File: src/rtl/sdram_seq_pkg.sv
package sdram_seq_pkg;

    localparam int ROW_W  = 12;
    localparam int BA_W   = 2;
    localparam int AP_BIT = 10;

    // {cs_n, ras_n, cas_n, we_n}
    typedef enum logic [3:0] {
        CMD_LMR  = 4'b0000,
        CMD_AREF = 4'b0001,
        CMD_PRE  = 4'b0010,
        CMD_NOP  = 4'b0111
    } sdram_cmd_e;

    typedef enum logic [3:0] {
        ST_OFF,
        ST_PWRUP,
        ST_PRE,
        ST_W_RP,
        ST_AREF,
        ST_W_RFC,
        ST_LMR,
        ST_W_MRD,
        ST_IDLE,
        ST_RREF,
        ST_RWAIT
    } seq_state_e;

    typedef struct packed {
        logic             cke;
        sdram_cmd_e       cmd;
        logic [BA_W-1:0]  ba;
        logic [ROW_W-1:0] addr;
    } sdram_pins_t;

    // truncating nanosecond to cycle conversion
    function automatic int ns2clk(input int mhz, input int ns);
        return (mhz * ns) / 1000;
    endfunction

    function automatic int min1(input int c);
        return (c < 1) ? 1 : c;
    endfunction

    function automatic int max3(input int a, input int b, input int c);
        int m;
        m = (a > b) ? a : b;
        m = (m > c) ? m : c;
        return (m < 0) ? 0 : m;
    endfunction

endpackage

File: src/rtl/sdram_wait_ctr.sv
module sdram_wait_ctr #(
    parameter int CNT_W = 16
) (
    input  logic             clk,
    input  logic             rst,
    input  logic             load,
    input  logic [CNT_W-1:0] load_val,
    output logic             expired
);
    logic [CNT_W-1:0] cnt;

    always_ff @(posedge clk) begin
        if (rst)
            cnt <= '0;
        else if (load)
            cnt <= load_val;
        else if (cnt != '0)
            cnt <= cnt - 1'b1;
    end

    assign expired = (cnt == '0);


    wait_reload_chk: assert property (@(posedge clk) disable iff (rst)
        load |=> (expired == ($past(load_val) == '0)))
        else $error("wait counter reload mismatch");
endmodule

File: src/rtl/sdram_refi_ctr.sv
module sdram_refi_ctr #(
    parameter int INTERVAL = 1542,
    parameter int CNT_W    = 11
) (
    input  logic clk,
    input  logic rst,
    input  logic run,
    input  logic issue,
    output logic req
);
    localparam logic [CNT_W-1:0] RELOAD = CNT_W'(INTERVAL - 1);

    logic [CNT_W-1:0] cnt;

    always_ff @(posedge clk) begin
        if (rst || !run) begin
            cnt <= RELOAD;
            req <= 1'b0;
        end else if (issue) begin
            cnt <= RELOAD;
            req <= 1'b0;
        end else if (cnt == '0) begin
            req <= 1'b1;
        end else begin
            cnt <= cnt - 1'b1;
        end
    end


    req_hold_chk: assert property (@(posedge clk) disable iff (rst)
        (req && !issue && run) |=> req)
        else $error("refresh request dropped without grant");
endmodule

File: src/rtl/sdram_seq_fsm.sv
module sdram_seq_fsm
    import sdram_seq_pkg::*;
#(
    parameter int               PWRUP_CYC      = 40000,
    parameter int               RP_CYC         = 3,
    parameter int               RFC_CYC        = 12,
    parameter int               MRD_CYC        = 1,
    parameter int               INIT_REFRESHES = 8,
    parameter int               CNT_W          = 16,
    parameter int               REF_W          = 4,
    parameter logic [ROW_W-1:0] MODE_WORD      = 12'h030
) (
    input  logic             clk,
    input  logic             rst,
    input  logic             wait_expired,
    input  logic             refresh_req,
    input  logic             refresh_ack,
    output logic             wait_load,
    output logic [CNT_W-1:0] wait_val,
    output logic             grant,
    output logic             init_done,
    output sdram_pins_t      pins
);
    seq_state_e       st, st_nxt;
    logic [REF_W-1:0] ref_left, ref_nxt;

    always_ff @(posedge clk) begin
        if (rst) begin
            st       <= ST_OFF;
            ref_left <= '0;
        end else begin
            st       <= st_nxt;
            ref_left <= ref_nxt;
        end
    end

    always_comb begin
        st_nxt    = st;
        ref_nxt   = ref_left;
        wait_load = 1'b0;
        wait_val  = '0;
        grant     = 1'b0;
        unique case (st)
            ST_OFF: begin
                wait_load = 1'b1;
                wait_val  = CNT_W'(PWRUP_CYC - 1);
                st_nxt    = ST_PWRUP;
            end
            ST_PWRUP: if (wait_expired) st_nxt = ST_PRE;
            ST_PRE: begin
                wait_load = 1'b1;
                wait_val  = CNT_W'(RP_CYC - 1);
                ref_nxt   = REF_W'(INIT_REFRESHES - 1);
                st_nxt    = ST_W_RP;
            end
            ST_W_RP: if (wait_expired) st_nxt = ST_AREF;
            ST_AREF: begin
                wait_load = 1'b1;
                wait_val  = CNT_W'(RFC_CYC - 1);
                st_nxt    = ST_W_RFC;
            end
            ST_W_RFC: begin
                if (wait_expired) begin
                    if (ref_left == '0) begin
                        st_nxt = ST_LMR;
                    end else begin
                        ref_nxt = ref_left - 1'b1;
                        st_nxt  = ST_AREF;
                    end
                end
            end
            ST_LMR: begin
                wait_load = 1'b1;
                wait_val  = CNT_W'(MRD_CYC - 1);
                st_nxt    = ST_W_MRD;
            end
            ST_W_MRD: if (wait_expired) st_nxt = ST_IDLE;
            ST_IDLE: begin
                if (refresh_req && refresh_ack) begin
                    grant  = 1'b1;
                    st_nxt = ST_RREF;
                end
            end
            ST_RREF: begin
                wait_load = 1'b1;
                wait_val  = CNT_W'(RFC_CYC - 1);
                st_nxt    = ST_RWAIT;
            end
            ST_RWAIT: if (wait_expired) st_nxt = ST_IDLE;
            default: st_nxt = ST_OFF;
        endcase
    end

    always_comb begin
        pins.cke  = (st != ST_OFF);
        pins.ba   = '0;
        pins.addr = '0;
        pins.cmd  = CMD_NOP;
        case (st)
            ST_PRE: begin
                pins.cmd          = CMD_PRE;
                pins.addr[AP_BIT] = 1'b1;
            end
            ST_AREF, ST_RREF: pins.cmd = CMD_AREF;
            ST_LMR: begin
                pins.cmd  = CMD_LMR;
                pins.addr = MODE_WORD;
            end
            default: ;
        endcase
    end

    assign init_done = (st == ST_IDLE) || (st == ST_RREF) || (st == ST_RWAIT);


    cke_low_nop_chk: assert property (@(posedge clk) disable iff (rst)
        !pins.cke |-> (pins.cmd == CMD_NOP))
        else $error("command issued with cke low");


    cmd_gap_chk: assert property (@(posedge clk) disable iff (rst)
        (pins.cmd != CMD_NOP) |=> (pins.cmd == CMD_NOP))
        else $error("back-to-back commands");


    init_sticky_chk: assert property (@(posedge clk) disable iff (rst)
        init_done |=> init_done)
        else $error("init_done fell");


    aref_grant_chk: assert property (@(posedge clk) disable iff (rst)
        (init_done && pins.cmd == CMD_AREF) |-> $past(refresh_req && refresh_ack))
        else $error("refresh issued without request and grant");


    no_req_no_ref_chk: assert property (@(posedge clk) disable iff (rst)
        (init_done && !refresh_req) |=> (pins.cmd != CMD_AREF))
        else $error("refresh issued without pending request");
endmodule

File: src/rtl/sdram_bringup_seq.sv
module sdram_bringup_seq
    import sdram_seq_pkg::*;
#(
    parameter int CLK_HZ         = 200_000_000,
    parameter int PWRUP_US       = 200,
    parameter int T_RCD_NS       = 18,
    parameter int T_RP_NS        = 18,
    parameter int T_RAS_NS       = 42,
    parameter int T_RC_NS        = 60,
    parameter int T_RFC_NS       = 60,
    parameter int T_RDL_NS       = 12,
    parameter int T_MRD_CYC      = 1,
    parameter int INIT_REFRESHES = 8,
    parameter int REFRESH_MS     = 64,
    parameter int REFRESH_ROWS   = 8192,
    parameter int REFI_MARGIN    = 20,
    parameter int CAS_LAT        = 3,
    parameter int BURST_CODE     = 0,
    parameter int TWR_W          = 8
) (
    input  logic             clk,
    input  logic             rst,
    input  logic             refresh_ack,
    output logic             cke,
    output logic             cs_n,
    output logic             ras_n,
    output logic             cas_n,
    output logic             we_n,
    output logic [BA_W-1:0]  ba,
    output logic [ROW_W-1:0] addr,
    output logic             init_done,
    output logic             refresh_req,
    output logic [TWR_W-1:0] wr_recovery_cyc
);
    localparam int MHZ       = CLK_HZ / 1_000_000;
    localparam int PWRUP_CYC = min1(PWRUP_US * MHZ);
    localparam int RCD_CYC   = min1(ns2clk(MHZ, T_RCD_NS));
    localparam int RP_CYC    = min1(ns2clk(MHZ, T_RP_NS));
    localparam int RAS_CYC   = min1(ns2clk(MHZ, T_RAS_NS));
    localparam int RC_CYC    = min1(ns2clk(MHZ, T_RC_NS));
    localparam int RFC_CYC   = min1(ns2clk(MHZ, T_RFC_NS));
    localparam int RDL_CYC   = min1(ns2clk(MHZ, T_RDL_NS));
    localparam int MRD_CYC   = min1(T_MRD_CYC);
    localparam int REFI_NS   = (REFRESH_MS * 1_000_000) / REFRESH_ROWS;
    localparam int REFI_CYC  = min1(ns2clk(MHZ, REFI_NS) - REFI_MARGIN);
    localparam int TWR_CYC   = max3(RDL_CYC, RAS_CYC - RCD_CYC, RC_CYC - RCD_CYC - RP_CYC);
    localparam int WAIT_MAX  = (PWRUP_CYC > RFC_CYC) ? PWRUP_CYC : RFC_CYC;
    localparam int CNT_W     = $clog2(WAIT_MAX + 1);
    localparam int REFI_W    = $clog2(REFI_CYC + 1);
    localparam int REF_W     = $clog2(INIT_REFRESHES + 1);
    localparam logic [ROW_W-1:0] MODE_WORD =
        ROW_W'(((CAS_LAT & 7) << 4) | (BURST_CODE & 7));

    logic             wait_load, wait_expired, grant;
    logic [CNT_W-1:0] wait_val;
    sdram_pins_t      pins;

    sdram_wait_ctr #(.CNT_W(CNT_W)) u_wait (
        .clk      (clk),
        .rst      (rst),
        .load     (wait_load),
        .load_val (wait_val),
        .expired  (wait_expired)
    );

    sdram_refi_ctr #(.INTERVAL(REFI_CYC), .CNT_W(REFI_W)) u_refi (
        .clk   (clk),
        .rst   (rst),
        .run   (init_done),
        .issue (grant),
        .req   (refresh_req)
    );

    sdram_seq_fsm #(
        .PWRUP_CYC      (PWRUP_CYC),
        .RP_CYC         (RP_CYC),
        .RFC_CYC        (RFC_CYC),
        .MRD_CYC        (MRD_CYC),
        .INIT_REFRESHES (INIT_REFRESHES),
        .CNT_W          (CNT_W),
        .REF_W          (REF_W),
        .MODE_WORD      (MODE_WORD)
    ) u_fsm (
        .clk          (clk),
        .rst          (rst),
        .wait_expired (wait_expired),
        .refresh_req  (refresh_req),
        .refresh_ack  (refresh_ack),
        .wait_load    (wait_load),
        .wait_val     (wait_val),
        .grant        (grant),
        .init_done    (init_done),
        .pins         (pins)
    );

    assign cke                        = pins.cke;
    assign {cs_n, ras_n, cas_n, we_n} = pins.cmd;
    assign ba                         = pins.ba;
    assign addr                       = pins.addr;
    assign wr_recovery_cyc            = TWR_W'(TWR_CYC);


    pre_all_banks_chk: assert property (@(posedge clk) disable iff (rst)
        ({cs_n, ras_n, cas_n, we_n} == 4'b0010) |-> addr[AP_BIT])
        else $error("precharge without all-bank bit");
endmodule

File: config.mk
export PLATFORM = sky130hd
export DESIGN_NAME = sdram_bringup_seq
export DESIGN_NICKNAME = d
export VERILOG_FILES = /design/src/rtl/sdram_seq_pkg.sv /design/src/rtl/sdram_wait_ctr.sv /design/src/rtl/sdram_refi_ctr.sv /design/src/rtl/sdram_seq_fsm.sv /design/src/rtl/sdram_bringup_seq.sv
export SDC_FILE = /design/constraint.sdc
export NUM_CORES = 1
export LEC_CHECK = 0
export BUFFER_PORTS_ARGS = -buffer_cell sky130_fd_sc_hd__buf_2
export CAP_MARGIN = 25
export CORE_MARGIN = 2
export CORE_UTILIZATION = 57
export CTS_BUF_LIST = sky130_fd_sc_hd__clkbuf_16
export DETAILED_ROUTE_END_ITERATION = 16
export PLACE_DENSITY = 0.8
export RECOVER_POWER = 100
export SYNTH_ARGS = -nofsm -noshare
export SYNTH_HDL_FRONTEND = slang
export SYNTH_SLANG_ARGS = --single-unit
File: constraint.sdc
create_clock -name clk -period 2.3 [get_ports clk]
set_input_delay 0.345 -clock clk [delete_from_list [all_inputs] [get_ports clk]]
set_output_delay 0.345 -clock clk [all_outputs]
set_load 0.1 [all_outputs]
==> results of run 1 <==
## kinds of logic (layout without fill, tap and decap cells)
| group | after synthesis | in the layout | synth area share [%] |
|---|---|---|---|
| compound gates | 64 | 64 | 19.5 |
| xor+xnor | 5 | 5 | 2.00 |
| fa+ha+maj | 4 | 4 | 2.28 |
| buf+inv | 43 | 42 | 11.2 |
| flops | 36 | 36 | 32.9 |
| mux | 7 | 7 | 3.26 |
| other cells | 2 | 20 | 0.343 |
| simple gates | 108 | 108 | 28.5 |
## critical path: cells and delay by family (launching register included)
family	cells	cell delay [ps]
buffers and inverters	2	630
and+or+nand+nor	1	480
DFF	1	440
## final cells by class
class,instances,area (µm²)
clock inverters,3,11.3
well taps,48,60.1
repair buffers,21,120
fillers,336,1320
flip-flops and latches,36,721
multi-input cells,208,1290
clock buffers,5,125
inverters,13,48.8
## how the worst max path moves through the flow
stage,from,to,cells past startpoint
2_1_floorplan,u_fsm.st[2]$_SDFFE_PP0P_,cas_n,2
3_3_place_gp,u_wait.cnt[0]$_SDFFE_PP0P_,u_fsm.st[1]$_SDFFE_PP0P_,6
3_5_place_dp,u_wait.cnt[0]$_SDFFE_PP0P_,u_fsm.st[1]$_SDFFE_PP0P_,6
4_1_cts,u_fsm.st[2]$_SDFFE_PP0P_,addr[10],3
5_1_grt,u_fsm.st[2]$_SDFFE_PP0P_,addr[10],3
6_report,u_fsm.st[2]$_SDFFE_PP0P_,addr[10],3
## state kept, by name (all words and copies together), names as in the netlist
signal          count
u_fsm.ref_left      4
u_fsm.st            4
u_wait.cnt         16
u_refi.cnt         11
u_refi.req          1
## layer usage
layer  GRT usage, %  share of wire [%]  vias up
met5              0                  0        -
met4           11.5                1.8        0
met3           4.60                4.4        8
met2           41.3                 49       47
met1           30.7                 45      905
li1               -                  -      971
## power by group
| group | switching [µW] | internal (µW) |
|---|---|---|
| Sequential | 30.8 | 652 |
| Clock | 251 | 389 |
| Combinational | 299 | 91.8 |
## layout by cell type, fill, tap and decap left out, types with 6 or more instances in the layout
cell type | synthesis | routed
nor3_1 | 9 | 9
o21ai_0 | 10 | 10
conb_1 | 2 | 20
clkbuf_2 | 0 | 10
a21oi_1 | 13 | 12
dfxtp_1 | 36 | 36
nand3_1 | 6 | 6
or3_1 | 8 | 9
a211oi_1 | 10 | 10
inv_1 | 13 | 15
nor2_1 | 17 | 17
buf_4 | 21 | 7
mux2i_1 | 6 | 6
nand2_1 | 21 | 21
nand2b_1 | 10 | 10
## through the flow
stage          cell area (µm²)  setup TNS [ps]  hold slack [ps]  utilization, %  std cells
2_1_floorplan             2260           -62.1              461               -        287
3_3_place_gp              2260               0              474            61.2        326
3_5_place_dp              2260               0              483            61.2        326
4_1_cts                   2390               0              462            64.9        334
5_1_grt                   2370               0              497            64.3        334
6_report                  2370               0              460            64.3        334
==> metrics, run 1 <==
area leader, netlist=dfxtp_1; IO Pins=32; PostCTS Resize Cnt=0; root buffer cell=clkbuf_16; First-pass DRT Iterations=4; Syn. warnings=0; wire per inst=13.9 µm; Netlist Area Pre-Place=0.00219 mm²; P_leak=0.000909 µW; Final Critical Period=2180 ps; Clock Latency Late Sink=280 ps; clk buf depth=2; Largest stage delay, worst path=480 ps; critical path cell sequence=or3_1 > inv_1 > clkbuf_2; Slew @ Worst Pin=1160 ps; register area share after synthesis=32.9%; layout cells sized above 1=12.2%; Final ANT Viol Nets=0; Post-CTS Setup Bufs=0; pre-CTS WS=329 ps; Hold Startpoint=rst; final wirelength=4650 µm; Tot Pwr=1710 µW; Die Y=66.0 µm; slowest stage cell, crit path=or3_1; CP Data Required Time=1960 ps; Core Area=0.00369 mm²; vias in the first global route=1804; dominant cells by area after synthesis=dfxtp_1, buf_4, nand2_1; Via density=5.78; htree depth=2; most common cell in the netlist=dfxtp_1; ANT cells=0; estimated wirelength of the detail-placed design=3330 µm; Post-synth EDFFs=0; Final setup viols=0; Hold-fix buffers, CTS=0; r2r setup slk=240 ps; #FFs+latches synth=36; Slew Limit Fails=0; global-route wire length before repair=8280 µm; critical path arrival=1830 ps; routability cong.=0.824; Max VDD drop=0.400 mV; initial DRC count=104; starting density of the core=59.4%; row count=22; Max Fclk=459 MHz; predominant post-synthesis flop cell=dfxtp_1; Residual DRC=0; Max Cap Violations=0; RSZ-0062 raised after global routing=false; Worst-path clk slew=60 ps; CP endpoint kind=primary output; # clock sinks=36; largest net degree at the start of global routing=17; worst setup margin=123 ps; Syn Area/Cell=8.14 µm²; vias post-DR=1931; Synth Instances=269; final hold vios=0; Crit Path Category=register to primary output; initial antenna violation count=0; CP Max Fanout=15; Die ar.=0.00436 mm²; Cell variety after synth=58; Final period util=94.6%; CTS tree=done; run status=completed; reg-to-reg critical path endpoint=u_wait.cnt[11]$_SDFFE_PP0P_; Worst setup SP type=register; area growth from synthesis to layout=8.34%; Reg2Reg Depth=4; total track usage=24.7%; chip width=66.0 µm; Hold Path End=u_fsm.ref_left[2]$_SDFFE_PP0P_; Num CTS Buffers=5; PwrDens=723 mW/mm²; Post-synth top cells=dfxtp_1, buf_4, nand2_1; grt ovf=0; worst r2r src=u_fsm.st[2]$_SDFFE_PP0P_; Clock Skew=7.61 ps; HP Class=primary input to register; Slew Limit Headroom=23.2%; Layout Nets=292; Port Buffer Count=11; area share of the largest cell type after synthesis=32.9%; hold path cells=2; Async SR Flop Fraction=0%
Power figures use the tool's default switching activity.
==> inputs of run 2 (changes only) <==
--- a/config.mk
+++ b/config.mk
@@ -7,6 +7,7 @@
 export LEC_CHECK = 0
 export BUFFER_PORTS_ARGS = -buffer_cell sky130_fd_sc_hd__buf_2
 export CAP_MARGIN = 25
+export CORE_ASPECT_RATIO = 0.9
 export CORE_MARGIN = 2
 export CORE_UTILIZATION = 57
 export CTS_BUF_LIST = sky130_fd_sc_hd__clkbuf_16
==> run 2 against run 1 <==
Net effect: sequential cell count is the same; core utilization up 0.29 points; register-to-register slack worse by 20 ps; combinational power down 2%.
==> metrics, run 2 (same netlist as run 1, synthesis figures left out) <==
CP endpoint kind=primary output; row count=21 (-4.5%); Residual DRC=0 (unchanged); ANT cells=0 (unchanged); clk buf depth=2 (unchanged); Die Y=62.8 µm (-4.8%); Slew @ Worst Pin=1150 ps (-4.52 ps); most frequent cells in the layout=dfxtp_1, nand2_1, conb_1, nor2_1, inv_1; root buffer cell=clkbuf_16; Core Area=0.00370 mm² (+0.44%); Tot Pwr=1840 µW (+7.0%); area growth from synthesis to layout=9.31%; pre-CTS WS=297 ps (-32.8 ps); Clock Latency Late Sink=290 ps (about the same); First-pass DRT Iterations=4 (unchanged); total track usage=21.0% (-3.7 points); Crit Path Category=register to primary output; registers with the most flip-flops=u_wait.cnt x16, u_refi.cnt x11; vias in the first global route=1714 (-5.0%); vias post-DR=1922 (-0.47%); Max Cap Violations=0 (unchanged); DR top layer=met4; leading cell type in the layout, fill and taps excluded=dfxtp_1; Post-CTS Setup Bufs=0 (unchanged); r2r setup slk=220 ps (-20 ps); Max VDD drop=0.392 mV (-1.9%); global-route wire length before repair=7580 µm (-8.5%); Final setup viols=0 (unchanged); Final Cell Area=0.00239 mm² (+0.90%); P_leak=0.000905 µW (-0.46%); Final Critical Period=2200 ps (+22.9 ps); Final period util=95.6% (+0.99 points); PwrDens=766 mW/mm² (+6.1%); CTS tree=done; HP Class=primary input to register; Hold Path End=u_fsm.ref_left[2]$_SDFFE_PP0P_; Bufs and invs on worst path=2 (unchanged); IO Pins=32 (unchanged); run status=completed; final hold vios=0 (unchanged); Largest stage delay, worst path=570 ps (+90 ps); layout cells sized above 1=12.0% (-0.27 points); worst hold slack=457 ps (-2.71 ps); number of flip-flops in the largest register=16 (unchanged); Die ar.=0.00436 mm² (about the same); chip width=69.4 µm (+5.1%); Via density=5.82 (+0.74%); slowest stage cell, crit path=dfxtp_1; Hold Startpoint=rst; Final ANT Viol Nets=0 (unchanged); starting density of the core=59.1% (-0.26 points); estimated wirelength of the detail-placed design=3110 µm (-6.6%); wire per inst=13.3 µm (-4.4%); worst r2r src=u_fsm.st[1]$_SDFFE_PP0P_; initial DRC count=238 (+130%); Post-Route M1 WL=2070 µm (-0.67%); setup TNS=0 ps (unchanged); htree depth=2 (unchanged); Top reg by flops=u_wait.cnt; largest net degree at the start of global routing=17 (unchanged); reg-to-reg critical path endpoint=u_wait.cnt[11]$_SDFFE_PP0P_; Port Buffer Count=11 (unchanged); Reg2Reg Depth=4 (unchanged); Num CTS Buffers=5 (unchanged); Max Fclk=455 MHz (-1.0%); critical path cell sequence=nand2b_1 > or3_1 > inv_1 > buf_4; Slew Limit Headroom=23.5% (+0.30 points); # clock sinks=36 (unchanged); Met2 Wirelength=2020 µm (-11%); initial antenna violation count=0 (unchanged); CP Max Fanout=13 (-2); RSZ-0062 raised after global routing=false; Worst setup SP type=register; post-placement cell area=0.00224 mm² (-0.78%); grt ovf=0 (unchanged); Clock Skew=9.67 ps (+2.06 ps); worst setup margin=101 ps (-22.9 ps); Layout Nets=290 (-0.68%); final wirelength=4390 µm (-5.5%); met3 WL=266 µm (+31%); CP Data Required Time=1960 ps (about the same); Worst-path clk slew=60 ps (about the same); routability cong.=0.931 (+13%); Top Family by Delay on Critical Path=flip-flops; hold path cells=2 (unchanged); critical path arrival=1850 ps (+20 ps); Slew Limit Fails=0 (unchanged)
==> run 2: changes by cell type in the layout (fill, tap and decap cells not counted) <==
cell / previous run / this run
and2_1: 2 / 1
bufinv_16: 0 / 1
clkbuf_4: 0 / 3
clkinv_1: 1 / 2
and2_0: 1 / 2
clkbuf_2: 10 / 5
inv_1: 15 / 13
==> run 2: routing by layer <==
layer | vias up | global-route usage [%]
met5 | - | 0
met4 | 0 | 6.37
met3 | 7 | 5.32
met2 | 60 | 33.8
met1 | 880 | 27.8
li1 | 975 | -
==> run 2: layout make-up <==
class / count / area (µm²)
Fill cell: 320 / 1310
Multi-Input combinational cell: 208 / 1290
Sequential cell: 36 / 721
Clock buffer: 5 / 125
Timing Repair Buffer: 19 / 118
Tap cell: 46 / 57.6
Inverter: 13 / 48.8
Clock inverter: 3 / 37.5
==> run 2: worst max-delay path by stage <==
stage | start | end | slack (ps) | cells after the start
floorplan | u_fsm.st[2]$_SDFFE_PP0P_ | cas_n | -60 | 2
global placement | u_fsm.st[1]$_SDFFE_PP0P_ | addr[10] | 360 | 4
detailed placement | u_wait.cnt[0]$_SDFFE_PP0P_ | u_fsm.st[1]$_SDFFE_PP0P_ | 300 | 6
CTS | u_fsm.st[1]$_SDFFE_PP0P_ | cas_n | 40 | 4
global route | u_fsm.st[1]$_SDFFE_PP0P_ | addr[10] | 20 | 4
finish | u_fsm.st[1]$_SDFFE_PP0P_ | addr[10] | 100 | 4
==> run 2: worst reg2reg max path, stage by stage (launching register included) <==
cell	delay, ps
dfxtp_1	570
and4bb_1	360
or3_1	450
o21ai_1	420
o21ai_0	150
==> run 2: what timing repair did <==
item / 4_1_cts / 5_1_grt
setup endpoints to repair: 1 / 3
resized for setup: 1 / 3
hold buffers: 0 / 0
hold endpoints to repair: 0 / 0
==> run 2: metrics by stage <==
step	std cells	util (%)
after global placement	322	60.4
after floorplan	287	-
after global routing	330	64.6
final	330	64.6
after CTS	330	64.9
after detailed placement	322	60.4
==> run 2: power by group <==
part	internal, µW	switching, µW	leakage [µW]	total [µW]
clock	504	263	0.0000789	767
combinational	90.9	291	0.000532	382
sequential	652	33.9	0.000294	686
total	1250	588	0.000905	1840
